**config.mk**
```make
export PLATFORM = sky130hd
export DESIGN_NAME = keywdt
export DESIGN_NICKNAME = d
export VERILOG_FILES = /design/src/rtl/keywdt_pkg.sv /design/src/rtl/keywdt_cfg.sv /design/src/rtl/keywdt_count.sv /design/src/rtl/keywdt_seq.sv /design/src/rtl/keywdt.sv
export SDC_FILE = /design/constraint.sdc
export NUM_CORES = 1
export LEC_CHECK = 0
export CORE_ASPECT_RATIO = 0.5
export CORE_MARGIN = 2
export CORE_UTILIZATION = 24
export DETAILED_ROUTE_END_ITERATION = 8
export SETUP_SLACK_MARGIN = 0.02
export SKIP_LAST_GASP = 1
export SLEW_MARGIN = 0
export SYNTH_ARGS = -nofsm -noshare
export SYNTH_HDL_FRONTEND = slang
export SYNTH_SLANG_ARGS = --single-unit
```
**constraint.sdc**
```tcl
create_clock -name clk -period 2.8 [get_ports clk]
set_input_delay 0.56 -clock clk [delete_from_list [all_inputs] [get_ports clk]]
set_output_delay 0.56 -clock clk [all_outputs]
set_load 0.02 [all_outputs]
```
**src/rtl/keywdt_pkg.sv**
```systemverilog
package keywdt_pkg;

    typedef enum logic [2:0] {
        ST_IDLE = 3'd0,
        ST_PRE  = 3'd1,
        ST_ARM  = 3'd2,
        ST_SVC  = 3'd3,
        ST_TRIP = 3'd4
    } wdg_state_e;

    localparam int OFF_CNT_LO = 'h10;
    localparam int OFF_CNT_HI = 'h14;
    localparam int OFF_PRD_LO = 'h18;
    localparam int OFF_PRD_HI = 'h1C;
    localparam int OFF_TMR    = 'h20;
    localparam int OFF_GLB    = 'h24;
    localparam int OFF_CTL    = 'h28;

    localparam logic [15:0] KEY_OPEN    = 16'hA5C6;
    localparam logic [15:0] KEY_CONFIRM = 16'hDA7E;

    localparam int KEY_LSB  = 16;
    localparam int EN_BIT   = 14;
    localparam int FLAG_BIT = 15;
    localparam int TMR_LSB  = 6;

    localparam logic [1:0] TMR_CONTINUOUS = 2'd2;
    localparam logic [1:0] GLB_WATCHDOG   = 2'd2;

    typedef struct packed {
        logic cnt_lo;
        logic cnt_hi;
        logic prd_lo;
        logic prd_hi;
        logic tmr;
        logic glb;
        logic ctl;
    } wr_sel_t;

    function automatic logic run_cfg_ok(input logic [1:0] tmr_mode,
                                        input logic [3:0] glb_field);
        return (tmr_mode == TMR_CONTINUOUS) &&
               (glb_field[1:0] == 2'b11) &&
               (glb_field[3:2] == GLB_WATCHDOG);
    endfunction

endpackage

```
**src/rtl/keywdt_cfg.sv**
```systemverilog
module keywdt_cfg
    import keywdt_pkg::*;
#(
    parameter int DATA_W = 32
) (
    input  logic                  clk,
    input  logic                  rst,
    input  logic                  locked,
    input  wr_sel_t               sel,
    input  logic [DATA_W-1:0]     wdata,
    output logic [2*DATA_W-1:0]   prd,
    output logic [1:0]            tmr_mode,
    output logic [3:0]            glb_field,
    output logic                  en,
    output logic                  run_ok
);
    localparam int PRD_W = 2 * DATA_W;

    logic [PRD_W-1:0] prd_q;
    logic [1:0]       tmr_q;
    logic [3:0]       glb_q;
    logic             en_q;

    always_ff @(posedge clk) begin
        if (rst) begin
            prd_q <= '0;
            tmr_q <= '0;
            glb_q <= '0;
            en_q  <= 1'b0;
        end else if (!locked) begin
            if (sel.prd_lo) prd_q[DATA_W-1:0]     <= wdata;
            if (sel.prd_hi) prd_q[PRD_W-1:DATA_W] <= wdata;
            if (sel.tmr)    tmr_q <= wdata[TMR_LSB+1:TMR_LSB];
            if (sel.glb)    glb_q <= wdata[3:0];
            if (sel.ctl)    en_q  <= wdata[EN_BIT];
        end
    end

    assign prd       = prd_q;
    assign tmr_mode  = tmr_q;
    assign glb_field = glb_q;
    assign en        = en_q;
    assign run_ok    = run_cfg_ok(tmr_q, glb_q);

    // configuration frozen while locked
    p_period_locked_r4: assert property (@(posedge clk) disable iff (rst)
        $past(locked) |-> ($stable(prd_q) && $stable(tmr_q) && $stable(glb_q) && $stable(en_q)));

endmodule

```
**src/rtl/keywdt_count.sv**
```systemverilog
module keywdt_count #(
    parameter int DATA_W = 32
) (
    input  logic                  clk,
    input  logic                  rst,
    input  logic                  wr_lo,
    input  logic                  wr_hi,
    input  logic [DATA_W-1:0]     wdata,
    input  logic                  advance,
    input  logic                  clear,
    input  logic [2*DATA_W-1:0]   prd,
    output logic [2*DATA_W-1:0]   cnt,
    output logic                  hit
);
    localparam int CNT_W = 2 * DATA_W;

    logic [CNT_W-1:0] cnt_q;

    assign hit = advance && (cnt_q == prd);

    always_ff @(posedge clk) begin
        if (rst) begin
            cnt_q <= '0;
        end else if (clear) begin
            cnt_q <= '0;
        end else if (wr_lo || wr_hi) begin
            if (wr_lo) cnt_q[DATA_W-1:0]     <= wdata;
            if (wr_hi) cnt_q[CNT_W-1:DATA_W] <= wdata;
        end else if (advance && !hit) begin
            cnt_q <= cnt_q + CNT_W'(1);
        end
    end

    assign cnt = cnt_q;

    // a restart leaves the count at zero
    p_restart_zero_r6: assert property (@(posedge clk) disable iff (rst)
        clear |=> (cnt_q == '0));

    // the count holds when not advancing
    p_idle_hold_r5: assert property (@(posedge clk) disable iff (rst)
        (!advance && !clear && !wr_lo && !wr_hi) |=> $stable(cnt_q));

endmodule

```
**src/rtl/keywdt_seq.sv**
```systemverilog
module keywdt_seq
    import keywdt_pkg::*;
#(
    parameter int PULSE_LEN = 4
) (
    input  logic        clk,
    input  logic        rst,
    input  logic        ctl_wr,
    input  logic [15:0] key,
    input  logic        en_req,
    input  logic        flag_clr,
    input  logic        hit,
    output wdg_state_e  state,
    output logic        restart,
    output logic        counting,
    output logic        flag,
    output logic        rst_out
);
    localparam int PW = $clog2(PULSE_LEN + 1);

    wdg_state_e state_q, state_d;
    logic [PW-1:0] pulse_q;
    logic          flag_q;
    logic          trip_evt;

    always_comb begin
        state_d = state_q;
        restart = 1'b0;
        if (hit) begin
            state_d = ST_TRIP;
        end else if (ctl_wr) begin
            case (state_q)
                ST_IDLE: if (key == KEY_OPEN && en_req) state_d = ST_PRE;
                ST_PRE: if (key == KEY_CONFIRM) begin
                    state_d = ST_ARM;
                    restart = 1'b1;
                end
                ST_ARM: state_d = (key == KEY_OPEN) ? ST_SVC : ST_TRIP;
                ST_SVC: begin
                    if (key == KEY_CONFIRM) begin
                        state_d = ST_ARM;
                        restart = 1'b1;
                    end else if (key != KEY_OPEN) begin
                        state_d = ST_TRIP;
                    end
                end
                default: state_d = state_q;
            endcase
        end
    end

    assign trip_evt = (state_q != ST_TRIP) && (state_d == ST_TRIP);

    always_ff @(posedge clk) begin
        if (rst) begin
            state_q <= ST_IDLE;
            pulse_q <= '0;
            flag_q  <= 1'b0;
        end else begin
            state_q <= state_d;
            if (trip_evt) begin
                pulse_q <= PW'(PULSE_LEN);
                flag_q  <= 1'b1;
            end else begin
                if (pulse_q != '0) pulse_q <= pulse_q - PW'(1);
                if (ctl_wr && flag_clr) flag_q <= 1'b0;
            end
        end
    end

    assign state    = state_q;
    assign counting = (state_q == ST_ARM) || (state_q == ST_SVC);
    assign flag     = flag_q;
    assign rst_out  = (pulse_q != '0);

    // entering the tripped state raises the reset output and the flag
    p_expire_pulse_r7: assert property (@(posedge clk) disable iff (rst)
        $rose(state_q == ST_TRIP) |-> (rst_out && flag_q));

    // tripped state is terminal
    p_trip_hold_r7: assert property (@(posedge clk) disable iff (rst)
        (state_q == ST_TRIP) |=> (state_q == ST_TRIP));

    // armed is reached only from pre-armed or service
    p_arm_entry_r3: assert property (@(posedge clk) disable iff (rst)
        ((state_q == ST_ARM) && ($past(state_q) != ST_ARM)) |->
            (($past(state_q) == ST_PRE) || ($past(state_q) == ST_SVC)));

    // a wrong key while armed trips at once
    p_bad_key_r8: assert property (@(posedge clk) disable iff (rst)
        ((state_q == ST_ARM) && ctl_wr && (key != KEY_OPEN)) |=> (state_q == ST_TRIP));

    // a hit always trips, even against a confirm
    p_hit_wins_r11: assert property (@(posedge clk) disable iff (rst)
        hit |=> (state_q == ST_TRIP));

endmodule

```
**src/rtl/keywdt.sv**
```systemverilog
module keywdt
    import keywdt_pkg::*;
#(
    parameter int ADDR_W    = 8,
    parameter int DATA_W    = 32,
    parameter int PULSE_LEN = 4
) (
    input  logic              clk,
    input  logic              rst,
    input  logic [ADDR_W-1:0] bus_addr,
    input  logic              bus_we,
    input  logic [DATA_W-1:0] bus_wdata,
    input  logic              bus_re,
    output logic [DATA_W-1:0] bus_rdata,
    output logic              wdt_rst_out
);
    localparam int CNT_W = 2 * DATA_W;

    wr_sel_t          sel;
    wdg_state_e       state;
    logic             locked, restart, counting, flag, hit, en, run_ok;
    logic [CNT_W-1:0] prd, cnt;
    logic [1:0]       tmr_mode;
    logic [3:0]       glb_field;
    logic [DATA_W-1:0] rd_mux, rdata_q;

    always_comb begin
        sel.cnt_lo = bus_we && (bus_addr == ADDR_W'(OFF_CNT_LO));
        sel.cnt_hi = bus_we && (bus_addr == ADDR_W'(OFF_CNT_HI));
        sel.prd_lo = bus_we && (bus_addr == ADDR_W'(OFF_PRD_LO));
        sel.prd_hi = bus_we && (bus_addr == ADDR_W'(OFF_PRD_HI));
        sel.tmr    = bus_we && (bus_addr == ADDR_W'(OFF_TMR));
        sel.glb    = bus_we && (bus_addr == ADDR_W'(OFF_GLB));
        sel.ctl    = bus_we && (bus_addr == ADDR_W'(OFF_CTL));
    end

    assign locked = (state != ST_IDLE);

    keywdt_cfg #(.DATA_W(DATA_W)) u_cfg (
        .clk(clk), .rst(rst), .locked(locked), .sel(sel), .wdata(bus_wdata),
        .prd(prd), .tmr_mode(tmr_mode), .glb_field(glb_field), .en(en), .run_ok(run_ok)
    );

    keywdt_count #(.DATA_W(DATA_W)) u_count (
        .clk(clk), .rst(rst),
        .wr_lo(sel.cnt_lo && !locked), .wr_hi(sel.cnt_hi && !locked),
        .wdata(bus_wdata), .advance(counting && run_ok), .clear(restart),
        .prd(prd), .cnt(cnt), .hit(hit)
    );

    keywdt_seq #(.PULSE_LEN(PULSE_LEN)) u_seq (
        .clk(clk), .rst(rst), .ctl_wr(sel.ctl),
        .key(bus_wdata[KEY_LSB+15:KEY_LSB]), .en_req(bus_wdata[EN_BIT]),
        .flag_clr(bus_wdata[FLAG_BIT]), .hit(hit),
        .state(state), .restart(restart), .counting(counting),
        .flag(flag), .rst_out(wdt_rst_out)
    );

    always_comb begin
        rd_mux = '0;
        case (bus_addr)
            ADDR_W'(OFF_CNT_LO): rd_mux = cnt[DATA_W-1:0];
            ADDR_W'(OFF_CNT_HI): rd_mux = cnt[CNT_W-1:DATA_W];
            ADDR_W'(OFF_PRD_LO): rd_mux = prd[DATA_W-1:0];
            ADDR_W'(OFF_PRD_HI): rd_mux = prd[CNT_W-1:DATA_W];
            ADDR_W'(OFF_TMR):    rd_mux = DATA_W'(tmr_mode) << TMR_LSB;
            ADDR_W'(OFF_GLB):    rd_mux = DATA_W'(glb_field);
            ADDR_W'(OFF_CTL):    rd_mux = (DATA_W'(flag) << FLAG_BIT) | (DATA_W'(en) << EN_BIT);
            default:             rd_mux = '0;
        endcase
    end

    always_ff @(posedge clk) begin
        if (rst) rdata_q <= '0;
        else     rdata_q <= bus_re ? rd_mux : '0;
    end

    assign bus_rdata = rdata_q;

    // read data is zero after a cycle with no strobe
    p_quiet_bus_r2: assert property (@(posedge clk) disable iff (rst)
        !bus_re |=> (bus_rdata == '0));

endmodule

```
==> impl_results.md <==
* Status: completed
* DRC at 0
* CP most frequent cell: buf_4
* Data arrival, critical path at 3.08 ns
* Global routing usage on met1 at 26.85%
* Minimum hold slack at 0.4568 ns
* Final WL at 40.04 mm
* Most used DFF post-synth: dfxtp_1
* Max-cap check violation count at 0
* Initial antenna violation count at 0
* Avg Inst Size Synth at 7.842 um2
* Critical path fanouts, max at 12
* Met3 usage at 2.984%
* Layout area overhead at 34.82%
* Setup CP Type: in2reg
* Mapped Area at 0.009708 mm2
* CP peak stage delay at 0.55 ns
* Main combinational cell family by area after synthesis: compound AO/OA/AOI/OAI gates
* Share of the synthesized area in the top cell type at 35.88%
* Port bufs at 76
* First-pass GRT wire length at 59.75 mm
* Post-Synth XOR/XNOR Area at 5.864%
* Pwr dens at 412.2 mW/mm2
* Final Hold Fails at 0
* Sequential fraction of the synthesis area at 35.88%
* Routed length per instance at 20.00 um
* Post-route ant nets at 0
* Clock skew at 0.01218 ns
* Die W at 288.4 um
* Synth area leader: dfxtp_1
* Synth Area in Adders at 0.5155%
* Ranking of synthesized cells by area: dfxtp_1 (36%), nand2_1 (8.8%), a21oi_1 (8.7%)
* VDD IR max at 244.4 uV
* Clk_lat worst skew at 0.44 ns
* Clk pin slew, worst setup/hold paths at 0.07 ns
* Total power at 5.395 mW
* Commonest non-fill, non-tap cell in the layout: nand2_1
* Async S/R FF share, synth at 0%
* H-tree depth at 4
* Largest net degree at the start of global routing at 42
* YS warnings at 0
* CTS sink cnt at 174
* Vias/cell at 5.286
* Final Wtd Congestion at 0.9557
* Compound-cell area share of the yosys netlist at 25.34%
* Starting Density at 24.18%
* FMAX at 366.4 MHz
* Chip Height at 146.2 um
* FP Rows at 52
* Max-slew violations at 0
* Tcrit/Tclk final at 97.46%
* Library cells used by synthesis at 77
* Drt first pass iters at 6
* Post-synthesis simple-gate area fraction at 23.83%
* Slew @ Worst Pin at 0.5853 ns
* 1st-iter DRT viols at 1392
* Vias in the first global route at 9702
* RSZ-0062 raised after global routing: no
* Share of layout cells above drive strength 1 at 20.79%
* Nets at 1497
* CTS hold repair buffers at 0
* CP Launch Type: input pin
* CP max stage cell: or4_4
* Setup Total Neg Slack at 0 ns
* Hold WC Path Type: reg2reg
* Commonest non-fill, non-tap cells in the layout: nand2_1 (227), buf_4 (198), dfxtp_1 (174)
* Core ar. at 0.04014 mm2
* Multiplexer share of the synthesized area at 2.732%
* Io pins at 77
* Grt ovf at 0
* Leakage at 4.505 nW
* Post-synthesis register bit count at 174
* Worst-path cell chain: clkdlybuf4s50_1, or4_4, or3_1, buf_4, nor2_4, nand2_2, buf_4, o21ai_4, buf_12, o21ai_0, a21oi_1
* Slew headroom at 60.62%
* TritonCTS clock tree: built
* HPWL Detailed at 30.29 mm
* Gr busiest metal: met2
* Setup violators final at 0
* GRT met2 Usage at 27.95%
* Post-synth EDFFs at 0
* Vias at 10.58k
* Crit path time final at 2.729 ns
* Cells after Synth at 1238
* Final core utilization at 32.61%
* Root buf cell: clkbuf_16
* Post-Synthesis Net Count at 1286
* CP Data Required Time at 3.15 ns
* Worst Setup End Kind: flip-flop
* Clock Path Buffers at 2
* Antenna diodes at 0
* DP Area at 0.01238 mm2
* Die area at 0.04217 mm2
* Overall Global Routing Usage at 18.51%
* CTS Buf Count at 17
* Cell area after layout at 0.01309 mm2
-- cell type report --
| class | instances | area, um2 |
|---|---|---|
| inverter | 14 | 52.55 |
| clock buffer | 18 | 439.2 |
| fill | 4198 | 27050 |
| tap | 540 | 675.6 |
| multi-input combinational | 952 | 5734 |
| clock inverter | 14 | 155.1 |
| timing repair buffer | 290 | 2549 |
| sequential | 174 | 3483 |
-- routing by layer --
layer  part of all wire (%)  vias to the layer above
met2                     43                      565
met1                     44                     5074
met3                    9.7                       68
met5                      0                        -
met4                    2.3                        0
li1                       -                     4875
-- cells in the mapped netlist, types with 22 or more instances --
master and count:
xnor2_1 64, mux2i_1 22, a21oi_1 168, buf_2 31, o21ai_1 27, nand4_1 32, dfxtp_1 174, a22oi_1 40
clkbuf_1 45, nor2_1 64, o21ai_0 44, nand2_1 228, nand3_1 40
-- stage by stage --
step | std cells | setup slack (ns)
floorplan | 1238 | 0.2102
global placement | 1966 | -0.2548
detailed placement | 1966 | -0.2756
CTS | 1998 | 0.07247
global route | 2002 | 0.02127
finish | 2002 | 0.07108
-- power by group --
group,internal [mW],switching [mW]
Sequential,2.49,0.00770
Clock,1.36,1.14
Combinational,0.173,0.234
Total,4.02,1.38
-- registers in the layout, indices dropped and copies added, names as in the netlist --
register / flops
u_cfg.prd: 64
u_count.cnt: 64
bus_rdata: 32
u_cfg.glb_field: 4
u_seq.pulse_q: 3
u_seq.state: 3
u_cfg.tmr_mode: 2
u_cfg.en: 1
u_seq.flag: 1
-- cell families (layout without fill, tap and decap cells) --
logic type,Yosys count,count (layout)
buffers and inverters,113,336
AND/OR/NAND/NOR,475,475
multiplexers,24,24
XOR/XNOR,65,65
adder cells (fa/ha/maj),4,4
flip-flops,174,174
AO/OA/AOI/OAI,383,384
-- worst max-delay path, delay by kind of cell --
kind	cells	cell delay (ns)
AND/OR/NAND/NOR	4	1.13
buffers and inverters	4	0.95
AO/OA/AOI/OAI	3	0.43
-- worst paths after layout --
path                                     from              end  slack [ns]  cells after the start
worst max register to register  u_cfg.prd[50]  u_count.cnt[37]        0.09                      8
worst min-delay path               u_seq.flag       u_seq.flag        0.46                      2
worst max-delay path              bus_addr[1]   u_count.cnt[2]        0.07                     11
worst min register to register     u_seq.flag       u_seq.flag        0.46                      2
-- what timing repair did --
| item | in CTS | in global routing |
|---|---|---|
| endpoints found under the setup margin | 0 | 37 |
| resized for setup | 0 | 8 |
| setup buffers | 0 | 3 |
Power figures use the tool's default switching activity.
